==> src/rtl/p5_pkg.sv <==
package p5_pkg;
  // number of single-cycle stages ahead of the execute stage
  localparam int FRONT_STAGES = 3;
  // cycles spent outside execute by a token passing alone
  localparam int FILL_CYCLES  = 4;
endpackage

==> src/rtl/p5_stage_reg.sv <==
module p5_stage_reg #(
  parameter int W = 8
) (
  input  logic         clk,
  input  logic         rst,
  input  logic         en,
  input  logic         in_v,
  input  logic [W-1:0] in_d,
  output logic         out_v,
  output logic [W-1:0] out_d
);
  always_ff @(posedge clk) begin
    if (rst) begin
      out_v <= 1'b0;
      out_d <= '0;
    end else if (en) begin
      out_v <= in_v;
      out_d <= in_d;
    end
  end
endmodule

==> src/rtl/p5_exec_stage.sv <==
module p5_exec_stage #(
  parameter int W       = 11,
  parameter int LAT_W   = 2,
  parameter int LAT_LSB = 8
) (
  input  logic         clk,
  input  logic         rst,
  input  logic         in_v,
  input  logic [W-1:0] in_d,
  output logic         busy,
  output logic         fin_v,
  output logic [W-1:0] fin_d
);
  logic             ex_v;
  logic [W-1:0]     ex_d;
  logic [LAT_W-1:0] remain;

  // more than one cycle left: hold everything upstream
  assign busy  = ex_v && (remain > LAT_W'(1));
  assign fin_v = ex_v && !busy;
  assign fin_d = ex_d;

  always_ff @(posedge clk) begin
    if (rst) begin
      ex_v   <= 1'b0;
      ex_d   <= '0;
      remain <= '0;
    end else if (busy) begin
      remain <= remain - LAT_W'(1);
    end else begin
      ex_v   <= in_v;
      ex_d   <= in_d;
      remain <= in_d[LAT_LSB +: LAT_W];
    end
  end
endmodule

==> src/rtl/p5_perf_ctr.sv <==
module p5_perf_ctr #(
  parameter int CNT_W = 16
) (
  input  logic             clk,
  input  logic             rst,
  input  logic             fetch_v,
  input  logic             wb_v,
  input  logic             wb_last,
  output logic [CNT_W-1:0] cycles,
  output logic [CNT_W-1:0] retired,
  output logic             fin
);
  logic started;
  logic running;

  assign running = (started || fetch_v) && !fin;

  always_ff @(posedge clk) begin
    if (rst) begin
      started <= 1'b0;
      cycles  <= '0;
      retired <= '0;
      fin     <= 1'b0;
    end else begin
      if (fetch_v) started <= 1'b1;
      if (running) cycles <= cycles + CNT_W'(1);
      if (wb_v) retired <= retired + CNT_W'(1);
      if (wb_v && wb_last) fin <= 1'b1;
    end
  end
endmodule

==> src/rtl/pipe5_vlat.sv <==
module pipe5_vlat #(
  parameter int ID_W  = 8,
  parameter int LAT_W = 2,
  parameter int CNT_W = 16
) (
  input  logic             clk,
  input  logic             rst,
  input  logic             in_valid,
  input  logic [ID_W-1:0]  in_id,
  input  logic [LAT_W-1:0] in_lat,
  input  logic             in_last,
  output logic             in_ready,
  output logic             ret_valid,
  output logic [ID_W-1:0]  ret_id,
  output logic [CNT_W-1:0] cycle_count,
  output logic [CNT_W-1:0] retired_count,
  output logic             done
);
  localparam int NF      = p5_pkg::FRONT_STAGES;
  localparam int TOK_W   = ID_W + LAT_W + 1;
  localparam int LAT_LSB = ID_W;
  localparam int LAST_B  = TOK_W - 1;

  logic             fv [0:NF];
  logic [TOK_W-1:0] fd [0:NF];
  logic             stall;
  logic             x_v;
  logic [TOK_W-1:0] x_d;
  logic             wb_v;
  logic [TOK_W-1:0] wb_d;

  assign fv[0] = in_valid;
  assign fd[0] = {in_last, in_lat, in_id};

  for (genvar g = 0; g < NF; g++) begin : g_front
    p5_stage_reg #(.W(TOK_W)) u_st (
      .clk  (clk),
      .rst  (rst),
      .en   (!stall),
      .in_v (fv[g]),
      .in_d (fd[g]),
      .out_v(fv[g+1]),
      .out_d(fd[g+1])
    );
  end

  p5_exec_stage #(.W(TOK_W), .LAT_W(LAT_W), .LAT_LSB(LAT_LSB)) u_exec (
    .clk  (clk),
    .rst  (rst),
    .in_v (fv[NF]),
    .in_d (fd[NF]),
    .busy (stall),
    .fin_v(x_v),
    .fin_d(x_d)
  );

  p5_stage_reg #(.W(TOK_W)) u_wb (
    .clk  (clk),
    .rst  (rst),
    .en   (1'b1),
    .in_v (x_v),
    .in_d (x_d),
    .out_v(wb_v),
    .out_d(wb_d)
  );

  p5_perf_ctr #(.CNT_W(CNT_W)) u_ctr (
    .clk    (clk),
    .rst    (rst),
    .fetch_v(fv[1]),
    .wb_v   (wb_v),
    .wb_last(wb_d[LAST_B]),
    .cycles (cycle_count),
    .retired(retired_count),
    .fin    (done)
  );

  assign in_ready  = !stall;
  assign ret_valid = wb_v;
  assign ret_id    = wb_d[ID_W-1:0];
endmodule

==> config.mk <==
export PLATFORM = sky130hd
export DESIGN_NAME = pipe5_vlat
export DESIGN_NICKNAME = d
export VERILOG_FILES = /design/src/rtl/p5_pkg.sv /design/src/rtl/p5_stage_reg.sv /design/src/rtl/p5_exec_stage.sv /design/src/rtl/p5_perf_ctr.sv /design/src/rtl/pipe5_vlat.sv
export SDC_FILE = /design/constraint.sdc
export NUM_CORES = 1
export LEC_CHECK = 0
export BUFFER_PORTS_ARGS = -buffer_cell sky130_fd_sc_hd__buf_2
export CAP_MARGIN = 20
export CORE_MARGIN = 1.5
export CORE_UTILIZATION = 25
export DETAILED_ROUTE_END_ITERATION = 7
export GPL_ROUTABILITY_DRIVEN = 0
export PLACE_DENSITY = 0.53
export SYNTH_ARGS = -nofsm -noshare
export SYNTH_HDL_FRONTEND = slang
export SYNTH_SLANG_ARGS = --single-unit
==> constraint.sdc <==
create_clock -name clk -period 2.26 [get_ports clk]
set_clock_uncertainty 0.05 [all_clocks]
set_input_delay 0.226 -clock clk [delete_from_list [all_inputs] [get_ports clk]]
set_output_delay 0.226 -clock clk [all_outputs]
set_load 0.005 [all_outputs]
==> reports/metrics.csv, run 1 <==
metric;value;unit
status;finished, final reports clean;
crit_fanout;33;
synth_top_area_share;54.0;%
ys_seq_area_share;54.0;%
critPathCaptureType;output pin;
dieArea;14300;sq um
diodes;0;
worst_pin_slew;0.571;ns
core.rowCount;42;
root_buffer;clkbuf_16;
cp_cell_sequence;inv_1 > ha_1 > nor2b_1 > and2_1 > inv_1 > buf_12 > buf_2;
finalSetupViolations;0;
total_power;3.18;mW
p_leak;1.60;nW
slew_headroom;61.6;%
die_w;120;um
syn_nets;419;
synth_area;3410;sq um
ctsHoldBuffers;0;
place_area;3860;sq um
postRouteAntennaNets;0;
cts_buffer_depth;2;
ys_top_cells_by_area;dfxtp_1, nand2_1, a21oi_1;
dp_hpwl;4600;um
drt-wirelength-per-cell;11.1;um
wl_met3;364;um
max_freq;484;MHz
drc;0;
final_cells;630;
timing.final.ws_setup;0.192;ns
synthTopCellsByCount;nand2_1, dfxtp_1, a21oi_1, nor2_1, clkbuf_1;
viasPerCell;4.36;
stdcell_area;4140;sq um
crit_arrival;1.79;ns
grt_pass1_wl;11600;um
synth-compound-area-share;11.2;%
dr_wl_met2;2900;um
multiInputGateArea;1450;sq um
hold_class;input port to register;
regArea;1840;sq um
synth_seq_cells;92;
fill_cells;1433;
postCtsSetupBuffers;0;
min_period;2.07;ns
placed_cells;615;
io_buffers;56;
synthXorXnorAreaFrac;5.14;%
yosys.cell_types.count;34;
via_count;2744;
grt_usage;10.1;%
grt_max_degree;50;
pwr_density_cell;769;nW/um^2
clock_latency;0.33;ns
pre_cts_ws;0.410;ns
hold_viol;0;
drt_iter0_drc;172;
syn_to_final_growth;21.3;%
syn_avg_cell_area;8.48;sq um
synth_flop_cell;dfxtp_1;
htree_levels;3;
synthCells;402;
firstDrtPassIters;4;
tns;0;ns
dr.max_layer_used;met4;
ys_async_sr_fraction;0;%
cpMostUsedCell;inv_1;
cp-start-kind;register;
synth_top_cell_by_area;dfxtp_1;
grt_antenna_before_repair;0;
cts_tree;done;
worstPathRequired;1.98;ns
cts_resized;0;
grt_pass1_vias;2484;
routedLengthMet1;3600;um
synth-simple-area-share;24.6;%
final_util;31.1;%
synth_mux_area_share;0.294;%
layout-drive-gt1-share;17.6;%
synth_edf_count;0;
start_util;25.6;%
die_height;120;um
rsz0062_at_grt;false;
maxCapViolCount;0;
drt-total-wl;7010;um
max_stage_delay;0.35;ns
clkSinkCount;92;
hold_slack;0.0858;ns
synth_top_family_by_area;simple AND/OR/NAND/NOR gates;
finalCritPeriodShare;91.5;%
io_pins;57;
synthAdderAreaFrac;1.10;%
vdd_drop_max;0.315;mV
coreArea;13300;sq um
cpMaxStageDelayCell;inv_1;
yosysMostFrequentCell;nand2_1;
clkTransAtPathRegs;0.06;ns
overflow;0;
yosys_warnings;0;
path_class;register to output pin;
cts-buffers-inserted;9;
maxSlewViolCount;0;
nets;467;
==> cells by family after synthesis <==
family	Yosys count
AO/OA/AOI/OAI	71
XOR/XNOR	20
adder cells (fa/ha/maj)	3
buffers and inverters	30
flip-flops	92
multiplexers	1
AND/OR/NAND/NOR	185
==> critical path, delay by kind of cell (launching register included) <==
kind          cells  cell delay, ns
flops             1            0.31
buf+inv           4            0.78
fa+ha+maj         1            0.13
simple gates      2            0.22
==> power breakdown <==
| part | switching, mW | internal [mW] | leakage (nW) |
|---|---|---|---|
| combinational | 0.0621 | 0.0409 | 0.713 |
| clock | 0.593 | 0.801 | 0.139 |
| sequential | 0.0244 | 1.66 | 0.748 |
==> worst paths after layout <==
check	cells after the start	from	slack, ns	to
hold / removal	3	in_id[5]	0.09	g_front[0].u_st.out_d[5]
setup reg to reg	4	u_wb.out_v	0.40	u_ctr.retired[15]
setup / recovery	7	u_exec.remain[1]	0.19	in_ready
hold reg to reg	1	u_exec.remain[0]	0.40	u_exec.remain[0]
==> placed cells by master (no fill, tap or decap), types with 2 or more instances in the layout <==
cell type	count
nand2_1	102
dfxtp_1	92
a21oi_1	58
buf_2	56
nor2_1	29
xnor2_1	11
nor2b_1	10
nand4_1	10
xor2_1	9
clkbuf_16	9
inv_1	7
nand3_1	7
nor4_1	5
nor3_1	4
o21ai_0	4
or3_1	4
o31ai_1	4
or4_1	4
and3_1	3
ha_1	3
buf_4	3
a31o_2	2
clkinv_4	2
clkbuf_8	2
==> flip-flops by register name, indices dropped and copies added, names as in the netlist <==
register and flops:
u_ctr.cycles 16, g_front.u_st.out_v 3, u_ctr.started 1, u_exec.remain 2
u_wb.out_d 9, u_ctr.retired 16, g_front.u_st.out_d 33, u_wb.out_v 1
u_ctr.fin 1, u_exec.ex_v 1, u_exec.fin_d 9
==> metal layers <==
layer / track usage [%] / up-vias
met5: 0 / -
met4: 4.91 / 0
met3: 3.33 / 10
met2: 15.0 / 55
met1: 13.2 / 1246
li1: - / 1433
==> final cells by class <==
cell class	count	share of cell area (%)
clock buffer	12	6.20
clock inverter	3	0.545
inverter	7	0.635
multi-input combinational	280	34.9
sequential	92	44.5
tap	176	5.33
timing repair buffer	60	7.81
No activity file was read; power rests on OpenSTA's default activity.
==> inputs of run 2 (changes only) <==
--- a/config.mk
+++ b/config.mk
@@ -5,6 +5,7 @@
 export SDC_FILE = /design/constraint.sdc
 export NUM_CORES = 1
 export LEC_CHECK = 0
+export ABC_AREA = 1
 export BUFFER_PORTS_ARGS = -buffer_cell sky130_fd_sc_hd__buf_2
 export CAP_MARGIN = 20
 export CORE_MARGIN = 1.5
==> reports/metrics.csv, run 2 <==
metric;value;unit;change
status;finished, final reports clean;;unchanged
grt_max_degree;67;;was 50
diodes;0;;unchanged
grt_pass1_wl;12900;um;was 11600 um
synth_area;3620;sq um;was 3410 sq um
yosysMostFrequentCell;nand2_1;;unchanged
ys_seq_area_share;50.8;%;was 54.0%
max_freq;497;MHz;was 484 MHz
coreArea;14000;sq um;was 13300 sq um
io_pins;57;;unchanged
timing.rr.start;g_front[0].u_st.out_v;;was u_wb.out_v
drt-total-wl;7600;um;was 7010 um
grt_usage;10.4;%;was 10.1%
synthTopCellsByCount;nand2_1, dfxtp_1, a21oi_1, nand3_1, nor2_1;;was nand2_1, dfxtp_1, a21oi_1, nor2_1, clkbuf_1
p_sw_share;21.5;%;was 21.4%
synth_edf_count;0;;unchanged
drt_iter0_drc;243;;was 172
synth_top_family_by_area;simple AND/OR/NAND/NOR gates;;unchanged
cts_resized;0;;unchanged
ctsHoldBuffers;0;;unchanged
fill_cells;1551;;was 1433
synthAdderAreaFrac;1.04;%;was 1.10%
min_period;2.01;ns;was 2.07 ns
synthCells;480;;was 402
pre_cts_ws;0.577;ns;was 0.410 ns
clock_latency;0.33;ns;about the same
dp_hpwl;5040;um;was 4600 um
drt-wirelength-per-cell;10.7;um;was 11.1 um
r2r_end;u_ctr.cycles[13];;was u_ctr.retired[15]
clkTransAtPathRegs;0.07;ns;was 0.06 ns
hold_class;input port to register;;unchanged
htree_levels;3;;unchanged
io_buffers;56;;unchanged
largest_reg_flops;33;;unchanged
worstPathRequired;1.98;ns;about the same
die_height;123;um;was 120 um
pwr_density_cell;768;nW/um^2;was 769 nW/um^2
final_cell_mix;nand2_1, dfxtp_1, a21oi_1;;unchanged
cts_buffer_depth;2;;unchanged
p_clk_share;46.4;%;was 43.8%
firstDrtPassIters;4;;unchanged
nets;544;;was 467
whs_path_depth;3;;unchanged
drc;0;;unchanged
slew_headroom;47.0;%;was 61.6%
hold_slack;0.0863;ns;was 0.0858 ns
layout-drive-gt1-share;17.1;%;was 17.6%
p_sw;720;uW;was 680 uW
core.rowCount;43;;was 42
clkSinkCount;92;;unchanged
synth_mux_area_share;0;%;was 0.294%
vdd_drop_max;0.327;mV;was 0.315 mV
timing.final.ws_setup;0.248;ns;was 0.192 ns
start_util;25.9;%;was 25.6%
root_buffer;clkbuf_16;;unchanged
final_util;31.2;%;was 31.1%
synth_seq_cells;92;;unchanged
syn_avg_cell_area;7.55;sq um;was 8.48 sq um
internal_power;2.63;mW;was 2.50 mW
syn_nets;497;;was 419
ys_async_sr_fraction;0;%;unchanged
cts-buffers-inserted;9;;unchanged
yosys.cell_types.count;23;;was 34
crit_fanout;17;;was 33
max_flop_register;g_front.u_st.out_d;;unchanged
die_w;123;um;was 120 um
finalCritPeriodShare;89.0;%;was 91.5%
worst_pin_slew;0.794;ns;was 0.571 ns
hold_start;in_id[6];;was in_id[5]
synth_top_area_share;50.8;%;was 54.0%
min_delay_worst_endpoint;g_front[0].u_st.out_d[6];;was g_front[0].u_st.out_d[5]
synth_flop_cell;dfxtp_1;;unchanged
synth-compound-area-share;11.6;%;was 11.2%
reg_top3;g_front.u_st.out_d x33, u_ctr.cycles x16, u_ctr.retired x16;;unchanged
cts_tree;done;;unchanged
critPathCaptureType;output pin;;unchanged
path_class;register to output pin;;unchanged
r2r_cells;7;;was 4
rrSetupSlack;0.56;ns;was 0.40 ns
yosys_warnings;0;;unchanged
synth-simple-area-share;27.8;%;was 24.6%
dieArea;15200;sq um;was 14300 sq um
grt_pass1_vias;2932;;was 2484
comb_power_share;3.4;%;was 3.2%
ys_top_cells_by_area;dfxtp_1, nand2_1, a21oi_1;;unchanged
via_count;3170;;was 2744
viasPerCell;4.45;;was 4.36
postCtsSetupBuffers;0;;unchanged
postRouteAntennaNets;0;;unchanged
syn_to_final_growth;20.4;%;was 21.3%
finalSetupViolations;0;;unchanged
synth_top_cell_by_area;dfxtp_1;;unchanged
final_common_cell;nand2_1;;unchanged
grt_antenna_before_repair;0;;unchanged
hold_viol;0;;unchanged
cp-start-kind;register;;unchanged
tns;0;ns;unchanged
crit_arrival;1.74;ns;was 1.79 ns
overflow;0;;unchanged
maxSlewViolCount;0;;unchanged
rsz0062_at_grt;false;;unchanged
synthXorXnorAreaFrac;0.725;%;was 5.14%
p_seq_share;50.1;%;was 52.9%
maxCapViolCount;0;;unchanged
p_leak;1.79;nW;was 1.60 nW
-- run 2: cell types whose count changed after synthesis, sizes merged, moves of 7 or more --
cell and change:
nand3 +51, nor2 +30, xor2 -7, inv +38, o21ai +11, xnor2 -10, buf +9, nor2b -10
a21oi +8, clkbuf -7
-- run 2: worst max path at each step --
stage | cells after the start | endpoint | start | slack [ns]
5_1_grt | 6 | in_ready | u_exec.remain[1] | 0.15
2_1_floorplan | 7 | u_exec.remain[0] | u_exec.remain[1] | 0.93
3_3_place_gp | 6 | in_ready | u_exec.remain[1] | 0.61
6_report | 6 | in_ready | u_exec.remain[1] | 0.25
3_5_place_dp | 6 | in_ready | u_exec.remain[1] | 0.58
4_1_cts | 6 | in_ready | u_exec.remain[1] | 0.21
-- run 2: stage by stage --
step	instance area (sq um)	power [mW]	std cells
floorplan	3620	1.80	480
global placement	4050	1.83	696
detailed placement	4050	1.83	696
CTS	4360	3.41	712
global route	4360	3.49	712
finish	4360	3.35	712
-- run 2: cell type report --
cell class | instances | area [sq um] | share of cell area (%)
clock buffer | 11 | 253 | 5.79
inverter | 45 | 169 | 3.87
sequential | 92 | 1840 | 42.2
timing repair buffer | 61 | 318 | 7.28
clock inverter | 5 | 65.1 | 1.49
multi-input combinational | 318 | 1490 | 34.2
tap | 180 | 225 | 5.16
-- run 2: power by group through the flow --
stage / Sequential [mW] / Clock, mW / Combinational [mW]
finish: 1.68 / 1.56 / 0.115
floorplan: 1.71 / 0 / 0.0827
CTS: 1.68 / 1.61 / 0.117
detailed placement: 1.72 / 0 / 0.117
global route: 1.68 / 1.67 / 0.131
global placement: 1.72 / 0 / 0.115
-- run 2: cell families after synthesis --
| logic type | after synthesis |
|---|---|
| AND/OR/NAND/NOR | 229 |
| flip-flops | 92 |
| AO/OA/AOI/OAI | 83 |
| buffers and inverters | 70 |
| XOR/XNOR | 3 |
| adder cells (fa/ha/maj) | 3 |
-- run 2: critical path: stages (launching register included) --
cell and delay [ns]:
dfxtp_1 0.33, inv_2 0.05, ha_1 0.20, nor2_4 0.11
nand2_1 0.27, buf_4 0.31, buf_2 0.14
-- run 2: per-layer routing --
| layer | wire, um | vias to the layer above | share of wire [%] | global-route usage [%] |
|---|---|---|---|---|
| li1 | - | 1649 | - | - |
| met1 | 3820 | 1445 | 50 | 13.3 |
| met2 | 3350 | 67 | 44 | 17.3 |
| met3 | 353 | 9 | 4.6 | 2.54 |
| met4 | 78 | 0 | 1.0 | 3.23 |
| met5 | 0 | - | 0 | 0 |
==> inputs of run 3 (changes only) <==
--- a/config.mk
+++ b/config.mk
@@ -8,10 +8,12 @@
 export ABC_AREA = 1
 export BUFFER_PORTS_ARGS = -buffer_cell sky130_fd_sc_hd__buf_2
 export CAP_MARGIN = 20
+export CORE_ASPECT_RATIO = 1.75
 export CORE_MARGIN = 1.5
 export CORE_UTILIZATION = 25
 export DETAILED_ROUTE_END_ITERATION = 7
 export GPL_ROUTABILITY_DRIVEN = 0
+export MAX_ROUTING_LAYER = met4
 export PLACE_DENSITY = 0.53
 export SYNTH_ARGS = -nofsm -noshare
 export SYNTH_HDL_FRONTEND = slang
==> reports/metrics.csv, run 3 (synthesis results as in run 2) <==
metric;value;unit;change
core.rowCount;58;;was 43
start_util;25.3;%;was 25.9%
cts_tree;done;;unchanged
drt-total-wl;7800;um;was 7600 um
hold_viol;0;;unchanged
max_flop_register;g_front.u_st.out_d;;unchanged
grt_pass1_wl;12800;um;was 12900 um
drc;0;;unchanged
grt_usage;10.7;%;was 10.4%
overflow;0;;unchanged
cts_buffer_depth;2;;unchanged
htree_levels;3;;unchanged
final_cell_mix;nand2_1, dfxtp_1, a21oi_1;;unchanged
grt_antenna_before_repair;0;;unchanged
reg_top3;g_front.u_st.out_d x33, u_ctr.cycles x16, u_ctr.retired x16;;unchanged
io_buffers;56;;unchanged
layout-drive-gt1-share;17.4;%;was 17.1%
die_w;94.0;um;was 123 um
finalCritPeriodShare;78.5;%;was 89.0%
die_height;162;um;was 123 um
pwr_density_cell;745;nW/um^2;was 768 nW/um^2
final_common_cell;nand2_1;;unchanged
final_util;30.4;%;was 31.2%
worst_pin_slew;0.772;ns;was 0.794 ns
crit_arrival;1.50;ns;was 1.74 ns
maxSlewViolCount;0;;unchanged
hold_class;input port to register;;unchanged
postCtsSetupBuffers;0;;unchanged
max_freq;564;MHz;was 497 MHz
grt_pass1_vias;2878;;was 2932
coreArea;14300;sq um;was 14000 sq um
worstPathRequired;1.98;ns;about the same
via_count;3184;;was 3170
crit_fanout;29;;was 17
path_class;register to output pin;;unchanged
postRouteAntennaNets;0;;unchanged
cts_resized;0;;unchanged
clock_latency;0.33;ns;about the same
finalSetupViolations;0;;unchanged
maxCapViolCount;0;;unchanged
timing.final.ws_setup;0.486;ns;was 0.248 ns
clkTransAtPathRegs;0.07;ns;about the same
critPathCaptureType;output pin;;unchanged
firstDrtPassIters;4;;unchanged
root_buffer;clkbuf_16;;unchanged
p_leak;1.79;nW;about the same
vdd_drop_max;0.336;mV;was 0.327 mV
clkSinkCount;92;;unchanged
nets;546;;was 544
largest_reg_flops;33;;unchanged
dieArea;15200;sq um;about the same
syn_to_final_growth;20.0;%;was 20.4%
cts-buffers-inserted;9;;unchanged
ctsHoldBuffers;0;;unchanged
cp_cell_sequence;inv_2 > ha_1 > nor2_4 > nand2_1 > buf_4 > buf_2;;unchanged
drt_iter0_drc;140;;was 243
viasPerCell;4.46;;was 4.45
max_stage_delay;0.33;ns;about the same
status;finished, final reports clean;;unchanged
cpMaxStageDelayCell;dfxtp_1;;unchanged
drt-wirelength-per-cell;10.9;um;was 10.7 um
rsz0062_at_grt;false;;unchanged
diodes;0;;unchanged
tns;0;ns;unchanged
cp-start-kind;register;;unchanged
dp_hpwl;5210;um;was 5040 um
slew_headroom;48.5;%;was 47.0%
grt_max_degree;67;;unchanged
io_pins;57;;unchanged
fill_cells;1561;;was 1551
pre_cts_ws;0.659;ns;was 0.577 ns
min_period;1.77;ns;was 2.01 ns
-- run 3: cell types whose count changed in the layout (fill, tap and decap cells not counted) --
cell,before,now
buf_4,5,7
inv_8,0,1
inv_6,3,4
clkbuf_8,2,0
clkinvlp_4,0,1
bufinv_16,1,0
-- run 3: path summary, 6_finish.rpt --
kind,startpoint,endpoint,slack (ns),depth (start not counted)
worst max-delay path,u_exec.remain[1],in_ready,0.49,6
worst min-delay path,in_id[7],g_front[0].u_st.out_d[7],0.08,3
worst max register to register,g_front[0].u_st.out_v,u_ctr.cycles[13],0.64,7
worst min register to register,u_exec.fin_d[1],u_wb.out_d[1],0.38,2
-- run 3: cell type report --
class | instances | area (sq um) | area share [%]
multi-input cells | 318 | 1490 | 34.3
clock inverters | 7 | 62.6 | 1.44
well taps | 180 | 225 | 5.18
repair buffers | 63 | 333 | 7.65
inverters | 45 | 169 | 3.88
clock buffers | 9 | 225 | 5.18
flip-flops and latches | 92 | 1840 | 42.4
-- run 3: where the power goes --
group	total, mW	internal, mW	switching [mW]
clock	1.45	0.771	0.675
combinational	0.115	0.0421	0.0728
sequential	1.68	1.66	0.0208
-- run 3: metal layers --
metal	global-route usage, %	share of wire [%]	up-vias
met5	-	0	-
met4	3.66	1.1	0
met3	2.01	3.3	6
met2	18.3	50	54
met1	12.5	45	1475
li1	-	-	1649
-- run 3: critical path: cells and delay by family, from the launching register on --
kind	cells	cell delay (ns)
fa+ha+maj	1	0.20
simple gates	2	0.19
buf+inv	3	0.44
flops	1	0.33
-- run 3: metrics by stage --
step	total power [mW]	cell area (sq um)	std cells	hold WS (ns)
2_1_floorplan	1.80	3620	480	0.320
3_3_place_gp	1.83	4060	698	0.366
3_5_place_dp	1.83	4060	698	0.365
4_1_cts	3.30	4350	714	0.0672
5_1_grt	3.38	4350	714	0.0816
6_report	3.24	4350	714	0.0812
